File: config.mk
export PLATFORM = sky130hd
export DESIGN_NAME = prio_shift_reg
export DESIGN_NICKNAME = d
export VERILOG_FILES = /design/src/rtl/prio_shift_pkg.sv /design/src/rtl/prio_shift_enc.sv /design/src/rtl/prio_shift_cell.sv /design/src/rtl/prio_shift_reg.sv
export SDC_FILE = /design/constraint.sdc
export NUM_CORES = 1
export LEC_CHECK = 0
export BUFFER_PORTS_ARGS = -buffer_cell sky130_fd_sc_hd__buf_4
export CAP_MARGIN = 20
export CORE_AREA = 4 4 41 43
export DETAILED_ROUTE_END_ITERATION = 12
export DIE_AREA = 0 0 45 47
export MAX_ROUTING_LAYER = met4
export PLACE_DENSITY_LB_ADDON = 0.08
export SLEW_MARGIN = 20
export SYNTH_ARGS = -nofsm -noshare
export SYNTH_HDL_FRONTEND = slang
export SYNTH_SLANG_ARGS = --single-unit
File: constraint.sdc
create_clock -name clk -period 2.6 [get_ports clk]
set_input_delay 0.26 -clock clk [delete_from_list [all_inputs] [get_ports clk]]
set_output_delay 0.26 -clock clk [all_outputs]
set_load 0.02 [all_outputs]
File: src/rtl/prio_shift_pkg.sv
package prio_shift_pkg;

  // Multiplexer select shared by the encoder and every bit cell.
  typedef enum logic [1:0] {
    SEL_HOLD = 2'b00,
    SEL_LOAD = 2'b01,
    SEL_SHR  = 2'b10,
    SEL_SHL  = 2'b11
  } sel_t;

endpackage

File: src/rtl/prio_shift_enc.sv
module prio_shift_enc
  import prio_shift_pkg::*;
(
  input  logic load_en,
  input  logic shr_en,
  input  logic shl_en,
  output sel_t sel
);

  logic s_hi;
  logic s_lo;

  // Sum-of-products form of the priority table: load > shift right > shift left.
  assign s_hi = (~load_en & ~shr_en &  shl_en)
              | (~load_en &  shr_en & ~shl_en)
              | (~load_en &  shr_en &  shl_en);
  assign s_lo = (~load_en & ~shr_en &  shl_en) | load_en;

  assign sel = sel_t'({s_hi, s_lo});

endmodule

File: src/rtl/prio_shift_cell.sv
module prio_shift_cell
  import prio_shift_pkg::*;
(
  input  logic clk,
  input  logic rst,
  input  sel_t sel,
  input  logic par_bit,
  input  logic from_hi,
  input  logic from_lo,
  output logic q
);

  logic d;

  // Four-way selector ahead of the flip-flop; hold recirculates q.
  always_comb begin
    case (sel)
      SEL_HOLD: d = q;
      SEL_LOAD: d = par_bit;
      SEL_SHR:  d = from_hi;
      default:  d = from_lo;
    endcase
  end

  always_ff @(posedge clk) begin
    if (rst) q <= 1'b0;
    else     q <= d;
  end

endmodule

File: src/rtl/prio_shift_reg.sv
module prio_shift_reg
  import prio_shift_pkg::*;
#(
  parameter int WIDTH = 4
) (
  input  logic             clk,
  input  logic             rst,
  input  logic             load_en,
  input  logic             shr_en,
  input  logic             shl_en,
  input  logic [WIDTH-1:0] par_in,
  input  logic             shr_ser,
  input  logic             shl_ser,
  output logic [WIDTH-1:0] q_out
);

  localparam int MSB = WIDTH - 1;

  sel_t             sel;
  logic [WIDTH-1:0] q_r;

  prio_shift_enc u_enc (
    .load_en (load_en),
    .shr_en  (shr_en),
    .shl_en  (shl_en),
    .sel     (sel)
  );

  for (genvar i = 0; i < WIDTH; i++) begin : g_bit
    logic hi_src;
    logic lo_src;

    if (i == MSB) begin : g_top
      assign hi_src = shr_ser;
    end else begin : g_mid_hi
      assign hi_src = q_r[i+1];
    end

    if (i == 0) begin : g_bot
      assign lo_src = shl_ser;
    end else begin : g_mid_lo
      assign lo_src = q_r[i-1];
    end

    prio_shift_cell u_cell (
      .clk     (clk),
      .rst     (rst),
      .sel     (sel),
      .par_bit (par_in[i]),
      .from_hi (hi_src),
      .from_lo (lo_src),
      .q       (q_r[i])
    );
  end

  assign q_out = q_r;

endmodule

# Word-level counts from Yosys, hierarchy flattened

Cells that the tools add are included.

Word-level logic and storage cells: 22
Register bits after elaboration: 4
Bits of input ports: 11
Output and inout port bits: 4

Mux-type cells: 4
Reductions and logical operators: 1
Equality and inequality tests: 2
Bitwise operators: 11

Operators by type and width:

| operator           | number |
|---|---|
| $pmux 1 s3         | 4 |
| $and 1x1->1        | 5 |
| $not 1->1          | 3 |
| $or 1x1->1         | 3 |
| $eq 2x1->1 const B | 1 |
| $eq 2x2->1 const B | 1 |
| $logic_not 2->1    | 1 |

# Logic depth before layout (Yosys ltp)

Gate-level depths: netlist of the first run.

Word-level depth: 7
Mapped depth: 8
Depth with buffers taken out: 7

# Hierarchy

Synthesis of the first run repeated with hierarchy kept, for this count alone.

Cell total of the unflattened synthesis: 54
Area total of the unflattened synthesis: 504.2 um^2

By module, submodules not included:

| module          | sequential area each (um^2) | cells each | instances | area an instance (um^2) |
|---|---|---|---|---|
| prio_shift_cell | 20.0                        | 11         | 4         | 110.1 |
| prio_shift_enc  | 0.0                         | 6          | 1         | 33.8 |
| prio_shift_reg  | 0.0                         | 4          | 1         | 30.0 |

# Least setup slack after synthesis of the first run

Ideal clock, no wire load.

Path kind: input -> register
Start point: input port shr_en
End point: register g_bit[3].u_cell.q
Arrival time: 1.270 ns
Path slack: 1.214 ns
Data required time: 2.484 ns
Buffers on the path: 1
Library setup time: 0.116 ns
Cell stages on the path: 7
Cells stage by stage: inv_1 -> a21oi_1 -> ha_1 -> buf_4 -> a221oi_1 -> a211o_1 -> a21oi_1

Longest elaborated chain between the ends: 7
Elaborated cells on any way between the ends: 13
Those cells by class: eq/ne (2); mux (1); bitwise (9); reduce/logical (1)

RTL lines:

| item                                     | RTL line                                   | source |
|---|---|---|
| start: declaration                       | prio_shift_reg.sv:9                        | `input logic shr_en,` |
| $not 1->1                                | prio_shift_enc.sv:14, prio_shift_enc.sv:17 |  |
| $and 1x1->1 (2 in series)                | prio_shift_enc.sv:14, prio_shift_enc.sv:17 |  |
| $or 1x1->1                               | prio_shift_enc.sv:15                       | `\| (~load_en & shr_en & ~shl_en)` |
| $or 1x1->1                               | prio_shift_enc.sv:16                       | `\| (~load_en & shr_en & shl_en);` |
| $eq 2x2->1, or another cell as far along | prio_shift_cell.sv:17                      | `case (sel)` |
| $pmux 1 s3                               | prio_shift_cell.sv:17                      |  |
| end signal: assignment                   | prio_shift_cell.sv:26                      | `if (rst) q <= 1'b0;` |
| end signal: assignment                   | prio_shift_cell.sv:27                      | `else q <= d;` |
| end: declaration                         | prio_shift_cell.sv:10                      | `output logic q` |

Several ways; a longest one is shown, not always the timed one.
A chain may end at the register's enable or synchronous reset.

# Worst setup path after layout of the first run

Ends and elaborated chain as after synthesis.

==> results of run 1 <==
## cell families after synthesis
| family | share of synthesized area, % |
|---|---|
| and+or+nand+nor | 9.09 |
| adders and majority gates | 11.9 |
| AOI/OAI and AO/OA | 31.2 |
| DFF | 25.3 |
| buffers and inverters | 22.5 |
## worst min path at each step
| stage | end | depth (start not counted) | start |
|---|---|---|---|
| after floorplan | g_bit[0].u_cell.q | 1 | rst |
| after global placement | g_bit[1].u_cell.q | 2 | rst |
| after detailed placement | g_bit[1].u_cell.q | 2 | rst |
| after CTS | g_bit[1].u_cell.q | 2 | rst |
| after global routing | g_bit[0].u_cell.q | 2 | rst |
| final | g_bit[1].u_cell.q | 2 | rst |
## worst register-to-register path: stages (launching register included)
cell and delay (ns):
dfxtp_1 0.37, a221oi_1 0.10, a211o_1 0.27, a21oi_1 0.11
## synthesized netlist by cell type
| cell type | instances | area, um^2 |
|---|---|---|
| a21oi_1 | 4 | 20.0 |
| buf_4 | 5 | 37.5 |
| nor2_1 | 3 | 11.3 |
| a221oi_1 | 3 | 26.3 |
| a22oi_1 | 1 | 7.51 |
| a221o_1 | 1 | 10.0 |
| dfxtp_1 | 4 | 80.1 |
| nor2_2 | 1 | 6.26 |
| ha_1 | 3 | 37.5 |
| nand2_1 | 3 | 11.3 |
| inv_1 | 6 | 22.5 |
| a211o_1 | 3 | 26.3 |
| a21oi_2 | 1 | 8.76 |
| buf_6 | 1 | 11.3 |
## through the flow
stage | total power [mW] | util (%)
final | 0.221 | 31.8
after global routing | 0.242 | 31.8
after CTS | 0.227 | 31.8
after detailed placement | 0.149 | 30.1
after global placement | 0.148 | 30.1
after floorplan | 0.132 | -
## final cells by class
class                           instances  area share, %
Clock buffer                            3           5.44
Inverter                                6           5.44
Multi-Input combinational cell         23           39.9
Sequential cell                         4           19.3
Tap cell                               15           4.53
Timing Repair Buffer                   14           25.4
## power breakdown
group          leakage (nW)  internal, mW  switching, mW
registers            0.0331        0.0689        0.00549
logic                 0.156        0.0369         0.0355
clock network        0.0138        0.0514         0.0226
total                 0.202         0.157         0.0636
## layer usage
layer | share of wire, % | vias up | GRT usage [%]
met5 | 0 | - | -
met4 | 0 | 0 | 1.75
met3 | 11 | 0 | 4.60
met2 | 44 | 12 | 9.60
met1 | 45 | 130 | 9.09
li1 | - | 153 | -
==> run_results.csv, run 1 <==
group,metric,value,unit
clock_tree,postCtsHoldBufs,0,
route,drc_errors,0,
die,dieArea,2120,um^2
critical_path,r2r-end,"g_bit[0].u_cell.q",
worst_hold_path,hold_class,"in -> reg",
finish,drive_gt1_share,38.0,%
logic_synthesis,syn-cell-area,317,um^2
logic_synthesis,syn-num-nets,53,
route,wl_per_cell,10.0,um
placed_design,place_ws,1.03,ns
finish,seq_area,80.1,um^2
clock_tree,cts.sinks,4,
global_route,grt_pass1_vias,270,
finish,area_growth,30.8,%
clock_tree,cts.path.max_buffers,2,
logic_synthesis,avgSynthCellArea,8.12,um^2
global_route,grt_max_degree,10,
clock_tree,clk_pin_slew,0.04,ns
placed_design,placed_cell_area,392,um^2
critical_path,end_kind,"flop",
critical_path,worst-path-stages,8,
critical_path,rrSetupSlack,1.67,ns
logic_synthesis,synth_seq_cells,4,
critical_path,crit_path_end,"g_bit[3].u_cell.q",
finish,finalNonFillerCells,65,
timing,layout_min_cycle_time,1.32,ns
timing,fin_worst_skew,0.000778,ns
die,io_pins,15,
global_route,antenna_found_initial,0,
critical_path,critPathLaunch,"shr_en",
timing,worst_slack,1.28,ns
finish,n_antenna_cell,0,
finish,largest_reg_flops,4,
critical_path,r2r_cells,3,
clock_tree,post_cts_resized,0,
finish,nets,66,
finish,final_common_cell,"buf_4",
critical_path,critical_path_arrival,1.44,ns
clock_tree,postCtsSetupBuffers,0,
finish,top_regs,"g_bit.u_cell.q: 4 flops",
critical_path,critPathMaxFanout,4,
timing,max_freq,757,MHz
die,initial_utilization,24.3,%
critical_path,cpPeakStageDelay,0.30,ns
timing,rsz0062_at_grt,"false",
finish,multi_input_area,165,um^2
job,maxCapViolations,0,
critical_path,critPathTopFamily,"compound AO/OA/AOI/OAI gates",
clock_tree,cts_tree,"yes",
logic_synthesis,ys_seq_area_share,25.3,%
route,ant_nets,0,
logic_synthesis,synth_cells,39,
die,fp.dieH,47,um
timing,tightest_slew,0.313,ns
timing,fin_setup_tns,0,ns
critical_path,crit_type,"in -> reg",
die,core_area,1300,um^2
critical_path,critPathSlowestCell,"a221oi_1",
finish,layout_common_cells,"14 x buf_4, 6 x inv_1, 4 x a21oi_1, 4 x dfxtp_1",
global_route,grt_overflow,0,
placed_design,gp_congestion,0.657,
clock_tree,clk-insertion-delay-late,0.23,ns
placed_design,place_inst,62,
timing,slew_viol_final,0,
placed_design,port_buffers,14,
logic_synthesis,ys_types,14,
timing,setup_viol,0,
route,dr.pass1.iters,2,
route,vias_per_cell,4.54,
power_and_ir_drop,p_leak,0.202,nW
timing,hold_viol,0,
logic_synthesis,ys.warnings.count,0,
die,rows,13,
finish,final_area,414,um^2
status,status,"complete, no violations",
placed_design,hpwl,559,um
die,die_x,45,um
route,vias,295,
critical_path,crit_path_start_kind,"primary input",
critical_path,crit_buf_inv,3,
timing,fin_crit_sh,50.8,%
critical_path,worstPathRequired,2.72,ns
critical_path,crit_chain,"buf_4 -> inv_1 -> a21oi_1 -> inv_1 -> ha_1 -> a221oi_1 -> a211o_1 -> a21oi_1",
critical_path,r2r-start,"g_bit[1].u_cell.q",
global_route,grt_util_all_layers,7.26,%
clock_tree,numCtsBuffers,3,
route,dr.first_iter.drc_count,3,
global_route,grt_pass1_wl,1.05,mm
finish,fill_cells,156,
timing,whs,0.216,ns
timing,relSlewSlack,79.1,%
finish,top_register,"g_bit.u_cell.q",
clock_tree,htreeDepth,1,
route,routed_wl,653,um
power_and_ir_drop,power_density,533,nW/um^2
power_and_ir_drop,vdd_drop_max,0.207,mV
clock_tree,cts_root_buf,"clkbuf_4",
Power figures use the tool's default switching activity.
==> inputs of run 2 (changes only) <==
Clock period 2.6 ns to 1.1 ns, I/O delays scaled along.
==> run_results.csv, run 2 (same netlist as run 1, synthesis figures left out) <==
group,metric,value,unit
finish,final_area,472,um^2
power_and_ir_drop,p_sw,0.174,mW
placed_design,port_buffers,14,
die,io_pins,15,
critical_path,worstPathRequired,1.27,ns
global_route,grt_busiest_layer,"met2",
route,wl_per_cell,11.2,um
critical_path,critPathTopFamily,"compound AO/OA/AOI/OAI gates",
critical_path,crit_path_start_kind,"primary input",
clock_tree,cts_tree,"yes",
finish,area_growth,49.0,%
critical_path,critical_path_arrival,1.19,ns
finish,top_regs,"g_bit.u_cell.q: 4 flops",
die,fp.dieH,47,um
global_route,grt_util_all_layers,9.05,%
finish,layout_common_cells,"15 x buf_4, 5 x inv_1, 4 x dfxtp_1",
finish,drive_gt1_share,58.8,%
global_route,met2_usage,14.7,%
die,dieArea,2120,um^2
timing,max_freq,974,MHz
status,status,"complete, no violations",
timing,fin_worst_skew,0.00280,ns
timing,layout_min_cycle_time,1.03,ns
die,die_x,45,um
global_route,antenna_found_initial,0,
job,maxCapViolations,0,
power_and_ir_drop,combPwrFrac,35.7,%
critical_path,end_kind,"flop",
critical_path,critPathMaxFanout,8,
global_route,grt_pass1_wl,1.28,mm
route,vias_per_cell,4.62,
placed_design,placed_cell_area,442,um^2
global_route,grt_max_degree,9,
worst_hold_path,hold_class,"in -> reg",
power_and_ir_drop,p_leak,0.214,nW
global_route,grt_pass1_vias,302,
timing,fin_crit_sh,93.4,%
timing,slew_viol_final,0,
placed_design,gp_congestion,0.644,
global_route,grt_overflow,0,
timing,tightest_slew,0.211,ns
placed_design,hpwl,622,um
critical_path,cpPeakStageDelay,0.35,ns
finish,fin_util,36.3,%
route,ant_nets,0,
power_and_ir_drop,vdd_drop_max,0.674,mV
route,vias,305,
die,core_area,1300,um^2
power_and_ir_drop,seqPwrFrac,31.7,%
finish,largest_reg_flops,4,
die,initial_utilization,24.3,%
die,rows,13,
clock_tree,postCtsHoldBufs,0,
route,routed_wl,738,um
global_route,grtUsageMet1,9.09,%
route,dr.first_iter.drc_count,5,
timing,hold_viol,0,
route,drc_errors,0,
clock_tree,clk-insertion-delay-late,0.23,ns
clock_tree,htreeDepth,1,
clock_tree,clk_pin_slew,0.04,ns
critical_path,rrSetupSlack,0.16,ns
clock_tree,numCtsBuffers,3,
finish,final_common_cell,"buf_4",
timing,rsz0062_at_grt,"false",
worst_hold_path,min_from,"rst",
clock_tree,cts_root_buf,"clkbuf_4",
global_route,use_met3,7.28,%
finish,nets,67,
critical_path,critPathSlowestCell,"ha_2",
clock_tree,cts.path.max_buffers,2,
route,dr.pass1.iters,3,
finish,top_register,"g_bit.u_cell.q",
timing,relSlewSlack,85.9,%
clock_tree,cts.sinks,4,
power_and_ir_drop,power_density,1190,nW/um^2
power_and_ir_drop,p_int,0.388,mW
finish,n_antenna_cell,0,
critical_path,r2r-start,"g_bit[2].u_cell.q",
critical_path,crit_type,"in -> reg",
power_and_ir_drop,swShare,31.0,%
power_and_ir_drop,pwr-share-clk,32.6,%
critical_path,critPathLaunch,"shl_en",
critical_path,crit_chain,"buf_4 -> a21oi_4 -> ha_2 -> a211o_1 -> a21oi_1",
timing,setup_viol,0,
critical_path,crit_buf_inv,1,
-- run 2: changes by cell type in the layout (fill, tap and decap cells not counted), sizes merged --
| cell | delta |
|---|---|
| buf | +1 |
-- run 2: timing repair --
item / 4_1_cts / 5_1_grt
gates resized for setup: 0 / 3
setup endpoints to repair: 0 / 4
buffers inserted: 0 / 0
-- run 2: worst paths after layout --
path | cells after the start | end
setup / recovery | 5 | g_bit[1].u_cell.q
hold / removal | 2 | g_bit[0].u_cell.q
setup reg to reg | 3 | g_bit[2].u_cell.q
hold reg to reg | 2 | g_bit[0].u_cell.q
-- run 2: per-layer routing --
| layer | vias to the layer above | wire [um] |
|---|---|---|
| met2 | 13 | 359 |
| met5 | - | 0 |
| met3 | 0 | 83 |
| met1 | 134 | 295 |
| met4 | 0 | 0 |
| li1 | 158 | - |
-- run 2: through the flow --
| step | hold slack (ns) | cells | TNS [ns] | setup slack (ns) | power [mW] |
|---|---|---|---|---|---|
| 3_3_place_gp | 0.307 | 63 | -0.803 | -0.212 | 0.377 |
| 5_1_grt | 0.0461 | 66 | 0 | 0.0301 | 0.622 |
| 3_5_place_dp | 0.307 | 63 | -0.867 | -0.224 | 0.380 |
| 6_report | 0.0637 | 66 | 0 | 0.0729 | 0.562 |
| 2_1_floorplan | 0.179 | 39 | -0.0128 | -0.0128 | 0.333 |
| 4_1_cts | 0.0560 | 66 | 0 | 0.0220 | 0.572 |
-- run 2: layout make-up --
class,instances,area [um^2]
fillers,156,830
clock buffers,3,22.5
well taps,15,18.8
inverters,6,25.0
repair buffers,15,113
flip-flops and latches,4,80.1
multi-input cells,23,213
-- run 2: power by group through the flow --
| stage | Sequential [mW] | Combinational, mW | Clock (mW) |
|---|---|---|---|
| floorplan | 0.177 | 0.156 | 0 |
| global placement | 0.180 | 0.198 | 0 |
| detailed placement | 0.181 | 0.199 | 0 |
| CTS | 0.178 | 0.199 | 0.194 |
| global route | 0.181 | 0.223 | 0.219 |
| finish | 0.178 | 0.201 | 0.183 |
==> inputs of run 3 (changes only) <==
Settings changed: CORE_AREA 4 4 41 43 to 2 2 39 41, DIE_AREA 0 0 45 47 to 0 0 41 43.
==> run_results.csv, run 3 (same netlist as run 1, synthesis figures left out) <==
group,metric,value,unit
finish,finalNonFillerCells,70,
clock_tree,clk_pin_slew,0.04,ns
power_and_ir_drop,p_leak,0.229,nW
critical_path,end_kind,"flop",
timing,slew_viol_final,0,
finish,final_common_cell,"buf_4",
finish,fill_cells,154,
critical_path,cpPeakStageDelay,0.35,ns
route,dr.first_iter.drc_count,5,
timing,max_freq,953,MHz
power_and_ir_drop,vdd_drop_max,0.586,mV
die,die_x,41,um
timing,relSlewSlack,86.3,%
finish,top_register,"g_bit.u_cell.q",
critical_path,crit_chain,"buf_4 -> a21oi_4 -> ha_2 -> a211o_1 -> a21oi_1",
timing,fin_setup_tns,0,ns
worst_hold_path,hold_class,"in -> reg",
finish,layout_common_cells,"18 x buf_4, 5 x inv_1, 4 x dfxtp_1",
timing,setup_viol,0,
global_route,grt_pass1_wl,1.22,mm
die,dieArea,1760,um^2
route,wl_per_cell,9.79,um
global_route,grt_max_degree,9,
timing,whs,0.0598,ns
placed_design,port_buffers,14,
clock_tree,cts.path.max_buffers,2,
route,drc_errors,0,
finish,drive_gt1_share,61.1,%
finish,top_regs,"g_bit.u_cell.q: 4 flops",
power_and_ir_drop,power_density,1150,nW/um^2
clock_tree,cts_tree,"yes",
clock_tree,numCtsBuffers,3,
timing,fin_crit_sh,95.4,%
route,vias,325,
global_route,grt_pass1_vias,296,
global_route,antenna_found_initial,0,
finish,nets,70,
placed_design,gp_congestion,0.695,
placed_design,place_inst,67,
critical_path,critPathSlowestCell,"ha_2",
global_route,grt_overflow,0,
placed_design,hpwl,572,um
die,core_area,1380,um^2
global_route,grt_util_all_layers,11.1,%
critical_path,critPathLaunch,"shl_en",
timing,tightest_slew,0.206,ns
route,vias_per_cell,4.64,
finish,largest_reg_flops,4,
timing,rsz0062_at_grt,"false",
route,routed_wl,685,um
critical_path,worstPathRequired,1.26,ns
clock_tree,htreeDepth,1,
die,io_pins,15,
route,dr.pass1.iters,2,
critical_path,critPathMaxFanout,8,
critical_path,crit_path_end,"g_bit[1].u_cell.q",
route,ant_nets,0,
clock_tree,clk-insertion-delay-late,0.23,ns
timing,fin_worst_skew,0.000121,ns
finish,area_growth,56.5,%
clock_tree,cts_root_buf,"clkbuf_4",
critical_path,crit_path_start_kind,"primary input",
timing,hold_viol,0,
timing,layout_min_cycle_time,1.05,ns
die,initial_utilization,22.9,%
clock_tree,cts.sinks,4,
critical_path,r2r-end,"g_bit[2].u_cell.q",
placed_design,place_ws,-0.253,ns
critical_path,critical_path_arrival,1.21,ns
finish,n_antenna_cell,0,
die,fp.dieH,43,um
critical_path,r2r-start,"g_bit[2].u_cell.q",
die,rows,14,
critical_path,crit_type,"in -> reg",
critical_path,rrSetupSlack,0.16,ns
critical_path,r2r_cells,3,
status,status,"complete, no violations",
timing,worst_slack,0.0509,ns
job,maxCapViolations,0,
## run 3: changes by cell type in the layout (fill, tap and decap cells not counted), sizes merged
cell and change:
buf +3
## run 3: area by class of cell
class | count | area (um^2) | area share, %
Clock buffer | 3 | 22.5 | 4.55
Inverter | 6 | 25.0 | 5.05
Multi-Input combinational cell | 23 | 213 | 42.9
Sequential cell | 4 | 80.1 | 16.2
Tap cell | 16 | 20.0 | 4.04
Timing Repair Buffer | 18 | 135 | 27.3
## run 3: stage by stage
stage | utilization (%) | instance area, um^2 | total power, mW
after floorplan | - | 363 | 0.333
after global placement | 33.6 | 465 | 0.389
after detailed placement | 33.6 | 465 | 0.391
after CTS | 35.4 | 490 | 0.580
after global routing | 35.8 | 495 | 0.625
final | 35.8 | 495 | 0.569
## run 3: routing by layer
layer	part of all wire, %	vias to the layer above	track usage (%)
li1	-	164	-
met1	43	145	12.5
met2	44	16	15.0
met3	13	0	9.42
met4	0	0	2.00
met5	0	-	-
## run 3: power by group
group	total, mW	switching (mW)	internal [mW]
Combinational	0.210	0.0994	0.111
Clock	0.180	0.0579	0.122
Sequential	0.179	0.0158	0.163
## run 3: worst min-delay path by stage
| stage | end | cells past startpoint | startpoint |
|---|---|---|---|
| final | g_bit[3].u_cell.q | 2 | rst |
| after global routing | g_bit[0].u_cell.q | 2 | rst |
| after CTS | g_bit[3].u_cell.q | 2 | rst |
| after detailed placement | g_bit[3].u_cell.q | 2 | rst |
| after global placement | g_bit[1].u_cell.q | 2 | rst |
| after floorplan | g_bit[0].u_cell.q | 1 | rst |
## run 3: what timing repair did
action | 4_1_cts | 5_1_grt
resized for setup | 1 | 2
hold buffers | 0 | 0
endpoints found under the setup margin | 1 | 3
setup buffers | 0 | 0
## run 3: critical path, delay by kind of cell
kind                       cells  cell delay (ns)
adders and majority gates      1             0.35
AOI/OAI and AO/OA              3             0.62
buffers and inverters          1             0.13
